[config.mk]
export PLATFORM = sky130hd
export DESIGN_NAME = udc_dual_clock_counter
export DESIGN_NICKNAME = d
export VERILOG_FILES = /design/src/rtl/udc_pkg.sv /design/src/rtl/udc_edge_sync.sv /design/src/rtl/udc_count_core.sv /design/src/rtl/udc_term_detect.sv /design/src/rtl/udc_dual_clock_counter.sv
export SDC_FILE = /design/constraint.sdc
export NUM_CORES = 1
export LEC_CHECK = 0
export BUFFER_PORTS_ARGS = -buffer_cell sky130_fd_sc_hd__buf_2
export CAP_MARGIN = 40
export CORE_AREA = 5 5 42 44
export DETAILED_ROUTE_END_ITERATION = 10
export DIE_AREA = 0 0 47 49
export PLACE_DENSITY = 0.77
export SETUP_SLACK_MARGIN = 0.02
export SYNTH_ARGS = -nofsm -noshare
export SYNTH_HDL_FRONTEND = slang
export SYNTH_SLANG_ARGS = --single-unit
[constraint.sdc]
create_clock -name clk -period 3 [get_ports clk]
set_input_delay 0.9 -clock clk [delete_from_list [all_inputs] [get_ports clk]]
set_output_delay 0.9 -clock clk [all_outputs]
set_load 0.01 [all_outputs]
[src/rtl/udc_pkg.sv]
package udc_pkg;

  typedef enum logic [2:0] {
    OP_HOLD  = 3'd0,
    OP_INC   = 3'd1,
    OP_DEC   = 3'd2,
    OP_LOAD  = 3'd3,
    OP_CLEAR = 3'd4
  } cnt_op_e;

  // Priority: clear, then load, then a single-direction edge.
  function automatic cnt_op_e pick_op(input logic clr, input logic ld_n,
                                      input logic up_rise, input logic dn_rise);
    cnt_op_e op;
    if (clr)                       op = OP_CLEAR;
    else if (!ld_n)                op = OP_LOAD;
    else if (up_rise && !dn_rise)  op = OP_INC;
    else if (dn_rise && !up_rise)  op = OP_DEC;
    else                           op = OP_HOLD;
    return op;
  endfunction

endpackage

[src/rtl/udc_edge_sync.sv]
module udc_edge_sync #(
  parameter int STAGES = 2
) (
  input  logic clk,
  input  logic rst,
  input  logic din,
  output logic level_o,
  output logic rise_o
);

  logic [STAGES-1:0] chain_q;
  logic              prev_q;

  for (genvar i = 0; i < STAGES; i++) begin : g_stage
    if (i == 0) begin : g_first
      always_ff @(posedge clk) begin
        if (rst) chain_q[i] <= 1'b1;
        else     chain_q[i] <= din;
      end
    end else begin : g_next
      always_ff @(posedge clk) begin
        if (rst) chain_q[i] <= 1'b1;
        else     chain_q[i] <= chain_q[i-1];
      end
    end
  end

  always_ff @(posedge clk) begin
    if (rst) prev_q <= 1'b1;
    else     prev_q <= chain_q[STAGES-1];
  end

  assign level_o = prev_q;
  assign rise_o  = chain_q[STAGES-1] & ~prev_q;

endmodule

[src/rtl/udc_count_core.sv]
module udc_count_core
  import udc_pkg::*;
#(
  parameter int WIDTH = 4
) (
  input  logic             clk,
  input  logic             rst,
  input  cnt_op_e          op_i,
  input  logic [WIDTH-1:0] preset_i,
  output logic [WIDTH-1:0] cnt_q
);

  localparam logic [WIDTH-1:0] STEP = WIDTH'(1);

  always_ff @(posedge clk) begin
    if (rst) begin
      cnt_q <= '0;
    end else begin
      unique case (op_i)
        OP_CLEAR: cnt_q <= '0;
        OP_LOAD:  cnt_q <= preset_i;
        OP_INC:   cnt_q <= cnt_q + STEP;
        OP_DEC:   cnt_q <= cnt_q - STEP;
        default:  cnt_q <= cnt_q;
      endcase
    end
  end

endmodule

[src/rtl/udc_term_detect.sv]
module udc_term_detect #(
  parameter int WIDTH = 4
) (
  input  logic [WIDTH-1:0] value_i,
  input  logic             up_lvl_i,
  input  logic             dn_lvl_i,
  output logic             carry_n_o,
  output logic             borrow_n_o
);

  localparam logic [WIDTH-1:0] TOP_VAL = '1;

  assign carry_n_o  = ~((value_i == TOP_VAL) & ~up_lvl_i);
  assign borrow_n_o = ~((value_i == '0)      & ~dn_lvl_i);

endmodule

[src/rtl/udc_dual_clock_counter.sv]
module udc_dual_clock_counter
  import udc_pkg::*;
#(
  parameter int WIDTH       = 4,
  parameter int SYNC_STAGES = 2
) (
  input  logic             clk,
  input  logic             rst,
  input  logic             cnt_up_i,
  input  logic             cnt_dn_i,
  input  logic             clear_i,
  input  logic             load_n_i,
  input  logic [WIDTH-1:0] preset_i,
  output logic [WIDTH-1:0] count_o,
  output logic             carry_n_o,
  output logic             borrow_n_o
);

  logic             up_lvl, up_rise;
  logic             dn_lvl, dn_rise;
  cnt_op_e          op;
  logic [WIDTH-1:0] cnt_q;

  udc_edge_sync #(.STAGES(SYNC_STAGES)) u_up_sync (
    .clk     (clk),
    .rst     (rst),
    .din     (cnt_up_i),
    .level_o (up_lvl),
    .rise_o  (up_rise)
  );

  udc_edge_sync #(.STAGES(SYNC_STAGES)) u_dn_sync (
    .clk     (clk),
    .rst     (rst),
    .din     (cnt_dn_i),
    .level_o (dn_lvl),
    .rise_o  (dn_rise)
  );

  assign op = pick_op(clear_i, load_n_i, up_rise, dn_rise);

  udc_count_core #(.WIDTH(WIDTH)) u_core (
    .clk      (clk),
    .rst      (rst),
    .op_i     (op),
    .preset_i (preset_i),
    .cnt_q    (cnt_q)
  );

  // Clear and load reach the output in the cycle they are asserted.
  always_comb begin
    if (clear_i)        count_o = '0;
    else if (!load_n_i) count_o = preset_i;
    else                count_o = cnt_q;
  end

  udc_term_detect #(.WIDTH(WIDTH)) u_term (
    .value_i    (count_o),
    .up_lvl_i   (up_lvl),
    .dn_lvl_i   (dn_lvl),
    .carry_n_o  (carry_n_o),
    .borrow_n_o (borrow_n_o)
  );

endmodule

==> flow_metrics.env <==
export IMPL_placed_area_um2=689
export IMPL_path_buf_inv=2
export IMPL_slowest_delay_ps=230
export IMPL_port_buffers=15
export IMPL_synth_edf_count=0
export IMPL_vdd_drop_max_v=0.000304
export IMPL_cell_internal_pwr_w=0.000234
export IMPL_gr_usage_all_layers_pct=11.4
export IMPL_viasPerCell=4.99
export IMPL_crit_fanout=14
export IMPL_grt_max_degree=15
export IMPL_cts_num_sinks=10
export IMPL_cap_viol_max_count=0
export IMPL_cts_buffers=3
export IMPL_yosys_top_cells_area="dfxtp_1, or2_2, a21oi_1, nand2_1, xnor2_1"
export IMPL_p_per_area_nw_per_um2=423
export IMPL_syn_avg_cell_area_um2=9.04
export IMPL_routedWlPerCell_um=11.3
export IMPL_yosysUniqueCellTypes=24
export IMPL_crit_path_start_kind="primary input"
export IMPL_cp_arrival_ps=1970
export IMPL_gr_total_overflow=0
export IMPL_synth_flop_cell="dfxtp_1"
export IMPL_ant_nets=0
export IMPL_grt_pass1_vias=483
export IMPL_rsz0062_at_grt="no"
export IMPL_areaGrowthSynthToFinish_pct=28.1
export IMPL_cts_hold_buf=0
export IMPL_cp_required_ps=2100
export IMPL_final_setup_viol_count=0
export IMPL_end_kind="output port"
export IMPL_synth_seq_area_share_pct=35.2
export IMPL_crit_chain="buf_2, nand2b_1, a21oi_2, nand4_1, or2_1, buf_2"
export IMPL_swShare_pct=24.3
export IMPL_critPathTopFamily="simple AND/OR/NAND/NOR gates"
export IMPL_cts_setup_buffers=0
export IMPL_cts_root_buf="clkbuf_4"
export IMPL_p_leak_nw=0.328
export IMPL_fin_skew_ps=9.56
export IMPL_synth_seq_cells=10
export IMPL_final_area_um2=729
export IMPL_switchingPower_w=0.0000751
export IMPL_tns_ps=0
export IMPL_cpMaxStageDelayCell="or2_1"
export IMPL_async_reset_ff_share_pct=0
export IMPL_wirelength_mm=1.15
export IMPL_clk_transition_reported_paths_ps=60
export IMPL_synth_area_um2=569
export IMPL_final_cell_count_no_fill=101
export IMPL_min_path_type="flop to flop"
export IMPL_hold_violations=0
export IMPL_clk_latency_ps=270
export IMPL_synthesis_instances=63
export IMPL_clock_fmax_ghz=0.348
export IMPL_drt_initial_drc_count=7
export IMPL_synth_warning_count=0
export IMPL_htree_levels=1
export IMPL_total_power_w=0.000309
export IMPL_cts_resized_gates=0
export IMPL_core_um2=1400
export IMPL_worst_pin_slew_ps=320
export IMPL_cpMostUsedCell="buf_2"
export IMPL_drc=0
export IMPL_syn_num_nets=76
export IMPL_fp_dieArea_um2=2300
export IMPL_yosys_area_top_type_share_pct=35.2
export IMPL_period_share_pct=95.8
export IMPL_final_common_cell="buf_2"
export IMPL_comb_power_share_pct=14.1
export IMPL_die_x_um=47
export IMPL_nFillCells=147
export IMPL_dpl_hpwl_um=929
export IMPL_whs_ps=412
export IMPL_pin_count=16
export IMPL_rows=14
export IMPL_clkPwrFrac_pct=39.9
export IMPL_final_net_count=99
export IMPL_final_cell_mix="buf_2, dfxtp_1, nand2_1"
export IMPL_min_period_ps=2870
export IMPL_clock_path_buffers=2
export IMPL_antenna_found_initial=0
export IMPL_tritoncts="done"
export IMPL_grt_pass1_wl_mm=1.97
export IMPL_maxSlewHeadroom_pct=78.6
export IMPL_gp_congestion=0.886
export IMPL_firstDrtPassIters=3
export IMPL_die_y_um=49
export IMPL_seqPwrFrac_pct=46.0
export IMPL_dp_cells=97
export IMPL_drive_gt1_share_pct=40.0
export IMPL_num_antenna_cells=0
export IMPL_vias=504
export IMPL_synth_top_area_cell="dfxtp_1"
export IMPL_drv_slew=0
export IMPL_outcome="finished clean"
export IMPL_initial_core_util_pct=40.6
export IMPL_path_class="primary input to output port"
-- power by group through the flow --
stage	logic (W)	clock network, W	registers (W)
3_5_place_dp	0.0000432	0	0.000145
2_1_floorplan	0.0000258	0	0.000144
3_3_place_gp	0.0000422	0	0.000145
5_1_grt	0.0000490	0.000136	0.000143
6_report	0.0000435	0.000123	0.000142
4_1_cts	0.0000433	0.000127	0.000142
-- worst reg2reg max path, stage by stage, from the launching register on --
cell and delay [ps]:
dfxtp_1 330, nand2b_4 160, nor4b_4 250, ha_1 270, a21o_1 170, a21oi_1 190, xor2_1 170, nor2_1 60
mux2_1 310
-- final timing paths --
kind	slack (ps)	start	cells past startpoint	endpoint
setup / recovery	130	load_n_i	6	carry_n_o
hold / removal	410	u_dn_sync.chain_q[0]$_SDFF_PP1_	1	u_dn_sync.chain_q[1]$_SDFF_PP1_
setup reg to reg	990	u_dn_sync.level_o$_SDFF_PP1_	8	u_core.cnt_q[3]$_SDFFE_PP0P_
hold reg to reg	410	u_dn_sync.chain_q[0]$_SDFF_PP1_	1	u_dn_sync.chain_q[1]$_SDFF_PP1_
-- per-layer routing --
metal	wire length (µm)	GRT usage [%]	up-vias
li1	-	-	261
met1	511	13.9	223
met2	501	16.7	20
met3	132	5.54	0
met4	0	4.15	0
met5	0	0	-
-- sequential cells by signal, summed over array words and instances, names as in the netlist --
name               count
u_up_sync.chain_q      2
u_dn_sync.level_o      1
u_up_sync.level_o      1
u_dn_sync.chain_q      2
u_core.cnt_q           4
-- layout make-up --
class | count | area, µm² | area share, %
multi-input cells | 52 | 368 | 50.4
flip-flops and latches | 10 | 200 | 27.4
repair buffers | 19 | 105 | 14.4
clock buffers | 4 | 36.3 | 4.97
well taps | 16 | 20.0 | 2.74
-- metrics by stage --
stage          utilization, %  worst slack [ps]
2_1_floorplan               -               250
3_3_place_gp             49.2               163
3_5_place_dp             49.2               111
4_1_cts                  51.8              91.2
5_1_grt                  52.1              38.9
6_report                 52.1               126
-- cells by family after synthesis --
kind of cell             synth area share (%)
AND/OR/NAND/NOR                          33.4
AO/OA/AOI/OAI                            13.0
flip-flops                               35.2
XOR/XNOR                                 7.69
adder cells (fa/ha/maj)                  7.91
buffers and inverters                   0.878
multiplexers                             1.98
-- Yosys cell counts, types with 2 or more instances --
cell type and instances:
dfxtp_1 10, a21oi_1 8, nand2_1 8, or2_2 7, nand2b_1 4, nor2_1 3, xnor2_1 3, ha_1 2
o211ai_1 2, xor2_1 2
(Power assumes the default switching activity.)
